### config.mk
export PLATFORM = sky130hd
export DESIGN_NAME = burst_addr_gen
export DESIGN_NICKNAME = d
export VERILOG_FILES = /design/src/rtl/burst_addr_pkg.sv /design/src/rtl/burst_act_decode.sv /design/src/rtl/burst_addr_sel.sv /design/src/rtl/burst_cnt_reg.sv /design/src/rtl/burst_addr_gen.sv
export SDC_FILE = /design/constraint.sdc
export NUM_CORES = 1
export LEC_CHECK = 0
export BUFFER_PORTS_ARGS = -buffer_cell sky130_fd_sc_hd__buf_2
export CAP_MARGIN = 20
export CORE_ASPECT_RATIO = 1.1
export CORE_MARGIN = 2
export CORE_UTILIZATION = 50
export DETAILED_ROUTE_END_ITERATION = 16
export GPL_TIMING_DRIVEN = 0
export PLACE_DENSITY = 0.82
export SLEW_MARGIN = 20
export SYNTH_ARGS = -nofsm -noshare
export SYNTH_HDL_FRONTEND = slang
export SYNTH_SLANG_ARGS = --single-unit
### constraint.sdc
create_clock -name clk -period 2.7 [get_ports clk]
set_clock_uncertainty 0.1 [all_clocks]
set_input_delay 0.27 -clock clk [delete_from_list [all_inputs] [get_ports clk]]
set_output_delay 0.27 -clock clk [all_outputs]
set_load 0.05 [all_outputs]
### src/rtl/burst_addr_pkg.sv
package burst_addr_pkg;
  typedef enum logic [1:0] {
    ACT_HOLD = 2'd0,
    ACT_STEP = 2'd1,
    ACT_LOAD = 2'd2,
    ACT_ZERO = 2'd3
  } act_e;
endpackage

### src/rtl/burst_act_decode.sv
module burst_act_decode
  import burst_addr_pkg::*;
(
  input  logic zero_n,
  input  logic strobe_n,
  input  logic step_n,
  output act_e act
);
  // fixed priority: clear, load, increment, hold
  always_comb begin
    if (!zero_n)        act = ACT_ZERO;
    else if (!strobe_n) act = ACT_LOAD;
    else if (!step_n)   act = ACT_STEP;
    else                act = ACT_HOLD;
  end
endmodule

### src/rtl/burst_addr_sel.sv
module burst_addr_sel
  import burst_addr_pkg::*;
#(
  parameter int ADDR_W = 12
) (
  input  act_e              act,
  input  logic [ADDR_W-1:0] ext_addr,
  input  logic [ADDR_W-1:0] cur,
  output logic [ADDR_W-1:0] use_addr
);
  localparam logic [ADDR_W-1:0] ONE = ADDR_W'(1);

  always_comb begin
    unique case (act)
      ACT_ZERO: use_addr = '0;
      ACT_LOAD: use_addr = ext_addr;
      ACT_STEP: use_addr = cur + ONE;  // wraps naturally at the top
      default:  use_addr = cur;
    endcase
  end
endmodule

### src/rtl/burst_cnt_reg.sv
module burst_cnt_reg #(
  parameter int ADDR_W = 12
) (
  input  logic              clk,
  input  logic              rst_n,
  input  logic [ADDR_W-1:0] d,
  output logic [ADDR_W-1:0] q
);
  always_ff @(posedge clk or negedge rst_n) begin
    if (!rst_n) q <= '0;
    else        q <= d;
  end
endmodule

### src/rtl/burst_addr_gen.sv
module burst_addr_gen
  import burst_addr_pkg::*;
#(
  parameter int ADDR_W = 12
) (
  input  logic              clk,
  input  logic              rst_n,
  input  logic [ADDR_W-1:0] ext_addr,
  input  logic              strobe_n,
  input  logic              step_n,
  input  logic              zero_n,
  output logic [ADDR_W-1:0] addr_out
);
  act_e              act;
  logic [ADDR_W-1:0] cnt_q;
  logic [ADDR_W-1:0] use_addr;
  logic              live;

  burst_act_decode u_dec (
    .zero_n   (zero_n),
    .strobe_n (strobe_n),
    .step_n   (step_n),
    .act      (act)
  );

  burst_addr_sel #(.ADDR_W(ADDR_W)) u_sel (
    .act      (act),
    .ext_addr (ext_addr),
    .cur      (cnt_q),
    .use_addr (use_addr)
  );

  burst_cnt_reg #(.ADDR_W(ADDR_W)) u_cnt (
    .clk   (clk),
    .rst_n (rst_n),
    .d     (use_addr),
    .q     (cnt_q)
  );

  assign addr_out = use_addr;

  // marks cycles whose previous cycle was out of reset
  always_ff @(posedge clk or negedge rst_n) begin
    if (!rst_n) live <= 1'b0;
    else        live <= 1'b1;
  end


  zero_now_chk: assert property (@(posedge clk) disable iff (!rst_n)
    !zero_n |-> addr_out == '0);


  zero_then_hold_chk: assert property (@(posedge clk) disable iff (!rst_n)
    !zero_n |=> (!(zero_n && strobe_n && step_n) || addr_out == '0));


  load_pass_chk: assert property (@(posedge clk) disable iff (!rst_n)
    (zero_n && !strobe_n) |-> addr_out == ext_addr);


  hold_stable_chk: assert property (@(posedge clk) disable iff (!rst_n)
    (live && zero_n && strobe_n && step_n) |-> $stable(addr_out));


  step_plus_one_chk: assert property (@(posedge clk) disable iff (!rst_n)
    (live && zero_n && strobe_n && !step_n) |->
      addr_out == ADDR_W'($past(addr_out) + ADDR_W'(1)));
endmodule

# Yosys cells after proc, flatten, opt, wreduce, memory -nomap -nowiden

Index checks and enable logic that the tools add are counted.

Register bits: 12
Bits in latches: 0
RAM bits: 0
Memory bits (read-only): 0
Input bits: 17
Logic and storage cells: 9
Memories: 0

Add/subtract/negate cells: 1
$mul: 0
Divide/modulo/power cells: 0
Order comparisons: 0
Equal/unequal tests: 3
Shifts and indexed selects: 0
Multiplexer cells: 4
Bitwise logic cells: 0
Reductions and logical operators: 0

Operators by type and width:

| cell                                                | count |
|---|---|
| case mux 12 bit (3 select lines)                    | 1 |
| adder 12 x 1 -> 12 bit, second input constant       | 1 |
| equality test 2 bit, second input constant          | 2 |
| two-way mux 2 bit                                   | 2 |
| equality test 2 x 1 -> 1 bit, second input constant | 1 |
| two-way mux 1 bit                                   | 1 |

# Logic depth before layout (Yosys ltp)

Gate-level depths: netlist of the first run.

Word-level depth: 5
Gate-level depth with buffers: 5
Gate-level depth less buffers: 5

# Cells and area by module

Synthesis of the first run repeated with hierarchy kept, for this count alone.

Cells, all modules: 88
Area total of the unflattened synthesis: 800.8 um2

By module, submodules not included:

| module           | times used | cells each | area an instance (um2) | seq. area each (um2) |
|---|---|---|---|---|
| burst_addr_sel   | 1          | 73         | 484.2                  | 0.0 |
| burst_cnt_reg    | 1          | 12         | 300.3                  | 300.3 |
| burst_act_decode | 1          | 3          | 16.3                   | 0.0 |

# Worst setup path after synthesis of the first run

No wires, ideal clock.

Path kind: reg-to-output
Start: reg u_cnt.q[0]
End: out addr_out[9]
Arrival: 1937 ps
Required time: 2330 ps
Slack: 393 ps
Cell stages (with the launch flop): 5
Buffers on the path: 0
Cell sequence: dfrtp_1 -> nand4_1 -> or3_1 -> a32oi_1 -> a2bb2oi_1

Word-level cells in the longest chain between the ends: 2

Ends and longest elaborated chain:

| element                          | line                 | RTL |
|---|---|---|
| start, declared                  | burst_cnt_reg.sv:7   | `output logic [ADDR_W-1:0] q` |
| start signal, assigned           | burst_cnt_reg.sv:10  | `if (!rst_n) q <= '0;` |
| start signal, assigned           | burst_cnt_reg.sv:11  | `else q <= d;` |
| adder 12 x 1 -> 12 bit           | burst_addr_sel.sv:17 | `ACT_STEP: use_addr = cur + ONE;` |
| case mux 12 bit (3 select lines) | burst_addr_sel.sv:14 | `unique case (act)` |
| end, declared                    | burst_addr_gen.sv:12 | `output logic [ADDR_W-1:0] addr_out` |

No other way between the ends.

# Worst setup path in the final report of the first run

Same ends and word-level chain as after synthesis.

==> qor.csv, run 1 <==
stage,metric,value,unit
timing,final-setup-viol-count,0,
global_route,grt_max_degree,13,
yosys,yosysSeqAreaShare,0.415,
yosys,synthDistinctLibCells,26,
cells_and_area,layout-drive-gt1-share,0.330,
cells_and_area,final_area,912,µm²
critical_path,required,2.33,ns
flow_run,maxCapViolCount,0,
clock_network,cts-buffers-inserted,3,
floorplan,die_h,43.9,µm
cells_and_area,fill_cells,109,
global_route,grt_overflow,0,
floorplan,die_w,40.3,µm
yosys,synth_seq_cells,12,
floorplan,die_area,1770,µm²
pwr,p_sw,0.000155,W
critical_path,timing.rr.start,u_cnt.q[0],
global_route,met1_usage,0.269,
global_route,gr-usage-met3,0.0308,
yosys,syn_inst,75,
cells_and_area,reg_top3,u_cnt.q (12),
timing,slew_violations,0,
floorplan,io_pins,29,
yosys,syn_nets,93,
placement,gp_congestion,0.771,
clock_network,clk_latency,0.28,ns
timing,period_share,0.880,
drt,routed_wl,1630,µm
critical_path,cp_max_fo,4,
timing,period_minus_slack,2.38,ns
yosys,synth_top_family_by_area,simple AND/OR/NAND/NOR gates,
yosys,synth.cell_area,724,µm²
placement,dpl-instance-area,880,µm²
drt,ant_nets,0,
placement,io_buffers,27,
cells_and_area,antenna_cells,0,
pwr,ir_drop,341,µV
cells_and_area,regArea,300,µm²
critical_path,ff2ff_setup_slack,1.07,ns
hold_path,hold_class,in2reg,
timing,fmax,421,MHz
drt,drtPass1Iterations,4,
cells_and_area,nNetsFinal,126,
yosys,synth_flop_cell,dfrtp_1,
critical_path,crit_end,addr_out[9],
critical_path,arrival,2.01,ns
cells_and_area,syn_to_final_growth,25.9,%
drt,drt_iter0_markers,10,
clock_network,cts_max_level,1,
yosys,synth_top_area_share,0.415,
timing,grt_setup_unrepaired,false,
floorplan,initial_core_util,0.530,
critical_path,startpoint,u_cnt.q[0],
yosys,synth_mux_area_frac,0.0432,
pwr,p_per_area,483,nW/µm²
yosys,synthAdderAreaFrac,0.0173,
cells_and_area,multiInputGateArea,397,µm²
critical_path,r2r-end,u_cnt.q[9],
yosys,synth_compound_area_frac,0.169,
clock_network,clkSinkCount,12,
pwr,p_int,0.000285,W
timing,relSlewSlack,0.706,
hold_path,hold_path_depth,2,
clock_network,cts_buffer_depth,2,
yosys,synth_top_cell_by_area,dfrtp_1,
drt,routed_via_density,5.39,
pwr,power_frac_clock,0.253,
pwr,swShare,0.353,
cells_and_area,regMostFlops,u_cnt.q,
floorplan,rows,14,
pwr,seqPwrFrac,0.465,
yosys,synthTopCellsByCount,"12 x dfrtp_1, 8 x nand2_1, 8 x xnor2_1",
critical_path,end_kind,output port,
placement,hpwl,1180,µm
clock_network,cts_tree,yes,
clock_network,post_cts_resized,0,
clock_network,clk_pin_slew,0.08,ns
timing,tightest_slew,0.442,ns
pwr,power.leakage,0.444,nW
yosys,synthTopCellsByArea,"dfrtp_1 41%, xnor2_1 9.7%, o211a_1 5.5%, o21ai_0 4.8%, a21oi_1 4.1%",
yosys,post-synth-top-count-cell,dfrtp_1,
yosys,synth_async_sr_flop_share,1.00,
global_route,antenna_found_initial,0,
yosys,synthXorXnorAreaFrac,0.121,
yosys,synth.avg_cell_area,9.66,µm²
yosys,yosys.area_share.simple,0.197,
floorplan,core,1370,µm²
run_status,status,completed,
global_route,grt_use_met2,0.323,
critical_path,worstSetupPathType,reg2out,
clock_network,root_buffer,clkbuf_4,
global_route,grt_pass1_wl,2460,µm
drt,wl_per_cell,13.4,µm
pwr,combPwrFrac,0.282,
drt,drcViolationCount,0,
yosys,synth_edf_count,0,
yosys,yosys_warnings,0,
timing,fin_tns_setup,0,ns
timing,hold_viol,0,
global_route,track_usage,0.209,
global_route,grt.busiest_layer,met2,
cells_and_area,largest_register_ffs,12,
global_route,grt_pass1_vias,580,
critical_path,reg2reg_depth,4,
critical_path,worstSetupStartpointType,flip-flop,
drt,via_count,658,
## power groups by stage
stage	Combinational, W	Sequential, W	Clock [W]
finish	0.000124	0.000205	0.000112
detailed placement	0.000123	0.000208	0
CTS	0.000125	0.000204	0.000114
global placement	0.000120	0.000207	0
floorplan	0.0000897	0.000206	0
global route	0.000134	0.000206	0.000119
## worst min-delay path by stage
| stage | slack, ns | start | endpoint |
|---|---|---|---|
| final | 0.13 | ext_addr[4] | u_cnt.q[4] |
| after global placement | 0.06 | rst_n | u_cnt.q[9] |
| after detailed placement | 0.07 | rst_n | u_cnt.q[7] |
| after CTS | 0.13 | ext_addr[4] | u_cnt.q[4] |
| after global routing | 0.15 | ext_addr[3] | u_cnt.q[3] |
| after floorplan | -0.13 | rst_n | u_cnt.q[0] |
## stage by stage
step	total power, W	instances	hold slack [ns]	setup WS [ns]	util
2_1_floorplan	0.000295	75	-0.126	0.393	-
3_3_place_gp	0.000327	118	0.0644	0.699	0.644
3_5_place_dp	0.000331	118	0.0676	0.648	0.644
4_1_cts	0.000444	122	0.133	0.316	0.668
5_1_grt	0.000459	122	0.149	0.158	0.668
6_report	0.000440	122	0.130	0.325	0.668
## critical path, stage by stage (launching register included)
cell and delay [ns]:
dfrtp_1 0.41, nand4_1 0.24, or3_1 0.40, a32oi_1 0.18, a2bb2oi_1 0.20, buf_2 0.29
## cells in the final DEF (no fill, tap or decap), types with 2 or more instances in the layout
| master | n |
|---|---|
| a21oi_1 | 6 |
| buf_2 | 28 |
| clkbuf_1 | 4 |
| clkbuf_4 | 3 |
| dfrtp_1 | 12 |
| inv_1 | 2 |
| mux2i_1 | 2 |
| nand2_1 | 8 |
| nand4b_1 | 2 |
| nor2_1 | 3 |
| nor2b_1 | 2 |
| o211a_1 | 4 |
| o21ai_0 | 7 |
| xnor2_1 | 8 |
| xor2_1 | 2 |
## layout make-up
cell class	instances	share of cell area
Buffer	5	0.0219
Sequential cell	12	0.329
Multi-Input combinational cell	56	0.435
Tap cell	16	0.0219
Inverter	2	0.00823
Clock buffer	3	0.0247
Timing Repair Buffer	28	0.159
## cells by family (layout without fill, tap and decap cells)
| logic type | Yosys count | after routing |
|---|---|---|
| AOI/OAI and AO/OA | 19 | 19 |
| xor gates and xnor gates | 10 | 10 |
| adders and majority gates | 1 | 1 |
| buffers and inverters | 7 | 38 |
| DFF | 12 | 12 |
| muxes | 3 | 3 |
| and+or+nand+nor | 23 | 23 |
## timing repair
action                    4_1_cts  5_1_grt
hold endpoints to repair       12        0
buffers inserted                0        0
hold buffers                    1        0
## per-layer routing
layer	share of wire	up-vias
met5	0	-
met4	0.023	0
met3	0.058	5
met2	0.48	25
met1	0.43	300
li1	-	328
Note: power is estimated with default switching activity, not from simulation.
==> run 2: changes to the inputs <==
- CELL_PAD_IN_SITES_DETAIL_PLACEMENT: unset -> 1
- CELL_PAD_IN_SITES_GLOBAL_PLACEMENT: unset -> 1
- CORE_UTILIZATION: 50 -> 36
- PLACE_DENSITY: 0.82 -> unset
- PLACE_DENSITY_LB_ADDON: unset -> 0.1
==> run 2 against run 1 <==
Net effect: non-clock buffer count is the same; sequential share of layout area shrank 0.53 points; via count grew 1.2%; total power up 0.23%; cell count is 9.8% higher; global-route usage is 2.3 points lower; utilization down 19 points; clock-buffer cell count did not move; clock power barely moved; setup slack got worse by 0.024 ns; register-to-register slack worse by 0.02 ns; sequential power hardly changed; highest routed layer unchanged.
==> qor.csv, run 2 (same netlist as run 1, synthesis figures left out) <==
stage,metric,value,unit
hold_path,hold_class,in2reg,
floorplan,die_h,51.1,µm
timing,period_minus_slack,2.40,ns
clock_network,clk_pin_slew,0.07,ns
cells_and_area,regMostFlops,u_cnt.q,
cells_and_area,regArea,300,µm²
cells_and_area,layout-drive-gt1-share,0.330,
drt,drt_iter0_markers,7,
timing,timing.hold.ws,0.148,ns
timing,hold_viol,0,
cells_and_area,fill_cells,255,
cells_and_area,reg_top3,u_cnt.q (12),
placement,gp_congestion,0.780,
placement,hpwl,1430,µm
cells_and_area,multiInputGateArea,397,µm²
drt,wl_per_cell,13.8,µm
cells_and_area,antenna_cells,0,
clock_network,post_cts_resized,0,
clock_network,cts_tree,yes,
critical_path,end_kind,output port,
drt,drcViolationCount,0,
global_route,grt_pass1_vias,704,
timing,relSlewSlack,0.707,
floorplan,die_w,46.8,µm
flow_run,maxCapViolCount,0,
clock_network,postCtsSetupBuffers,0,
timing,grt_setup_unrepaired,false,
floorplan,rows,17,
cells_and_area,largest_register_ffs,12,
cells_and_area,nNetsFinal,126,
clock_network,clk_latency,0.27,ns
pwr,p_per_area,476,nW/µm²
global_route,antenna_found_initial,0,
timing,slew_violations,0,
cells_and_area,syn_to_final_growth,28.0,%
clock_network,cts-buffers-inserted,3,
critical_path,worstSetupStartpointType,flip-flop,
clock_network,hold_buffers,1,
drt,via_count,666,
pwr,ir_drop,310,µV
clock_network,clkSinkCount,12,
drt,routed_wl,1850,µm
critical_path,cp_max_fo,4,
placement,io_buffers,27,
critical_path,worstSetupPathType,reg2out,
floorplan,initial_core_util,0.370,
critical_path,arrival,2.03,ns
critical_path,required,2.33,ns
drt,routed_via_density,4.97,
cells_and_area,final_common_cell,buf_2,
timing,fmax,417,MHz
clock_network,cts_buffer_depth,2,
floorplan,core,1960,µm²
pwr,power.leakage,0.444,nW
run_status,status,completed,
drt,drtPass1Iterations,2,
global_route,grt_overflow,0,
cells_and_area,layout_common_cells,"28 x buf_2, 12 x dfrtp_1, 8 x xnor2_1, 8 x nand2_1, 7 x o21ai_0",
clock_network,root_buffer,clkbuf_4,
pwr,total_power,0.000441,W
drt,ant_nets,0,
global_route,track_usage,0.185,
timing,final-setup-viol-count,0,
timing,tightest_slew,0.440,ns
clock_network,cts_max_level,1,
timing,fin_tns_setup,0,ns
floorplan,die_area,2390,µm²
floorplan,io_pins,29,
global_route,grt_pass1_wl,3080,µm
global_route,grt_max_degree,13,
timing,period_share,0.889,
## run 2: cell counts in the layout (fill, tap and decap cells not counted)
Identical to the previous run, type by type.
## run 2: critical path, stage by stage, from the launching register on
cell       delay (ns)
dfrtp_1          0.44
nand4_1          0.25
or3_1            0.40
a32oi_1          0.16
a2bb2oi_1        0.21
buf_2            0.30
## run 2: stage by stage
| stage | cells | setup slack, ns | utilization | cell area, µm² |
|---|---|---|---|---|
| final | 134 | 0.301 | 0.474 | 927 |
| after global routing | 134 | 0.212 | 0.474 | 927 |
| after CTS | 134 | 0.282 | 0.474 | 927 |
| after detailed placement | 130 | 0.586 | 0.457 | 895 |
| after global placement | 130 | 0.636 | 0.457 | 895 |
| after floorplan | 75 | 0.393 | - | 724 |
## run 2: cell type report
cell class / count / area share
Multi-Input combinational cell: 56 / 0.428
Inverter: 2 / 0.00810
Timing Repair Buffer: 28 / 0.157
Sequential cell: 12 / 0.324
Tap cell: 28 / 0.0378
Buffer: 5 / 0.0216
Clock buffer: 3 / 0.0243
## run 2: final timing paths
kind	cells after the start	to	slack (ns)	from
max	5	addr_out[9]	0.30	u_cnt.q[0]
min	2	u_cnt.q[1]	0.15	ext_addr[1]
max reg2reg	4	u_cnt.q[9]	1.05	u_cnt.q[0]
min reg2reg	2	u_cnt.q[11]	0.47	u_cnt.q[11]
max in group asynchronous	2	u_cnt.q[0]	1.97	rst_n
min in group asynchronous	2	u_cnt.q[10]	0.30	rst_n
## run 2: per-layer routing
layer  global-route usage  wire [µm]
met2                0.326       1020
met5                    0          0
met4               0.0741         17
met1                0.203        734
met3               0.0459         77
## run 2: where the power goes
group / total, W / switching, W / internal [W] / leakage (nW)
Clock: 0.000112 / 0.0000603 / 0.0000516 / 0.0138
Sequential: 0.000205 / 0.0000128 / 0.000192 / 0.156
Combinational: 0.000124 / 0.0000836 / 0.0000409 / 0.274
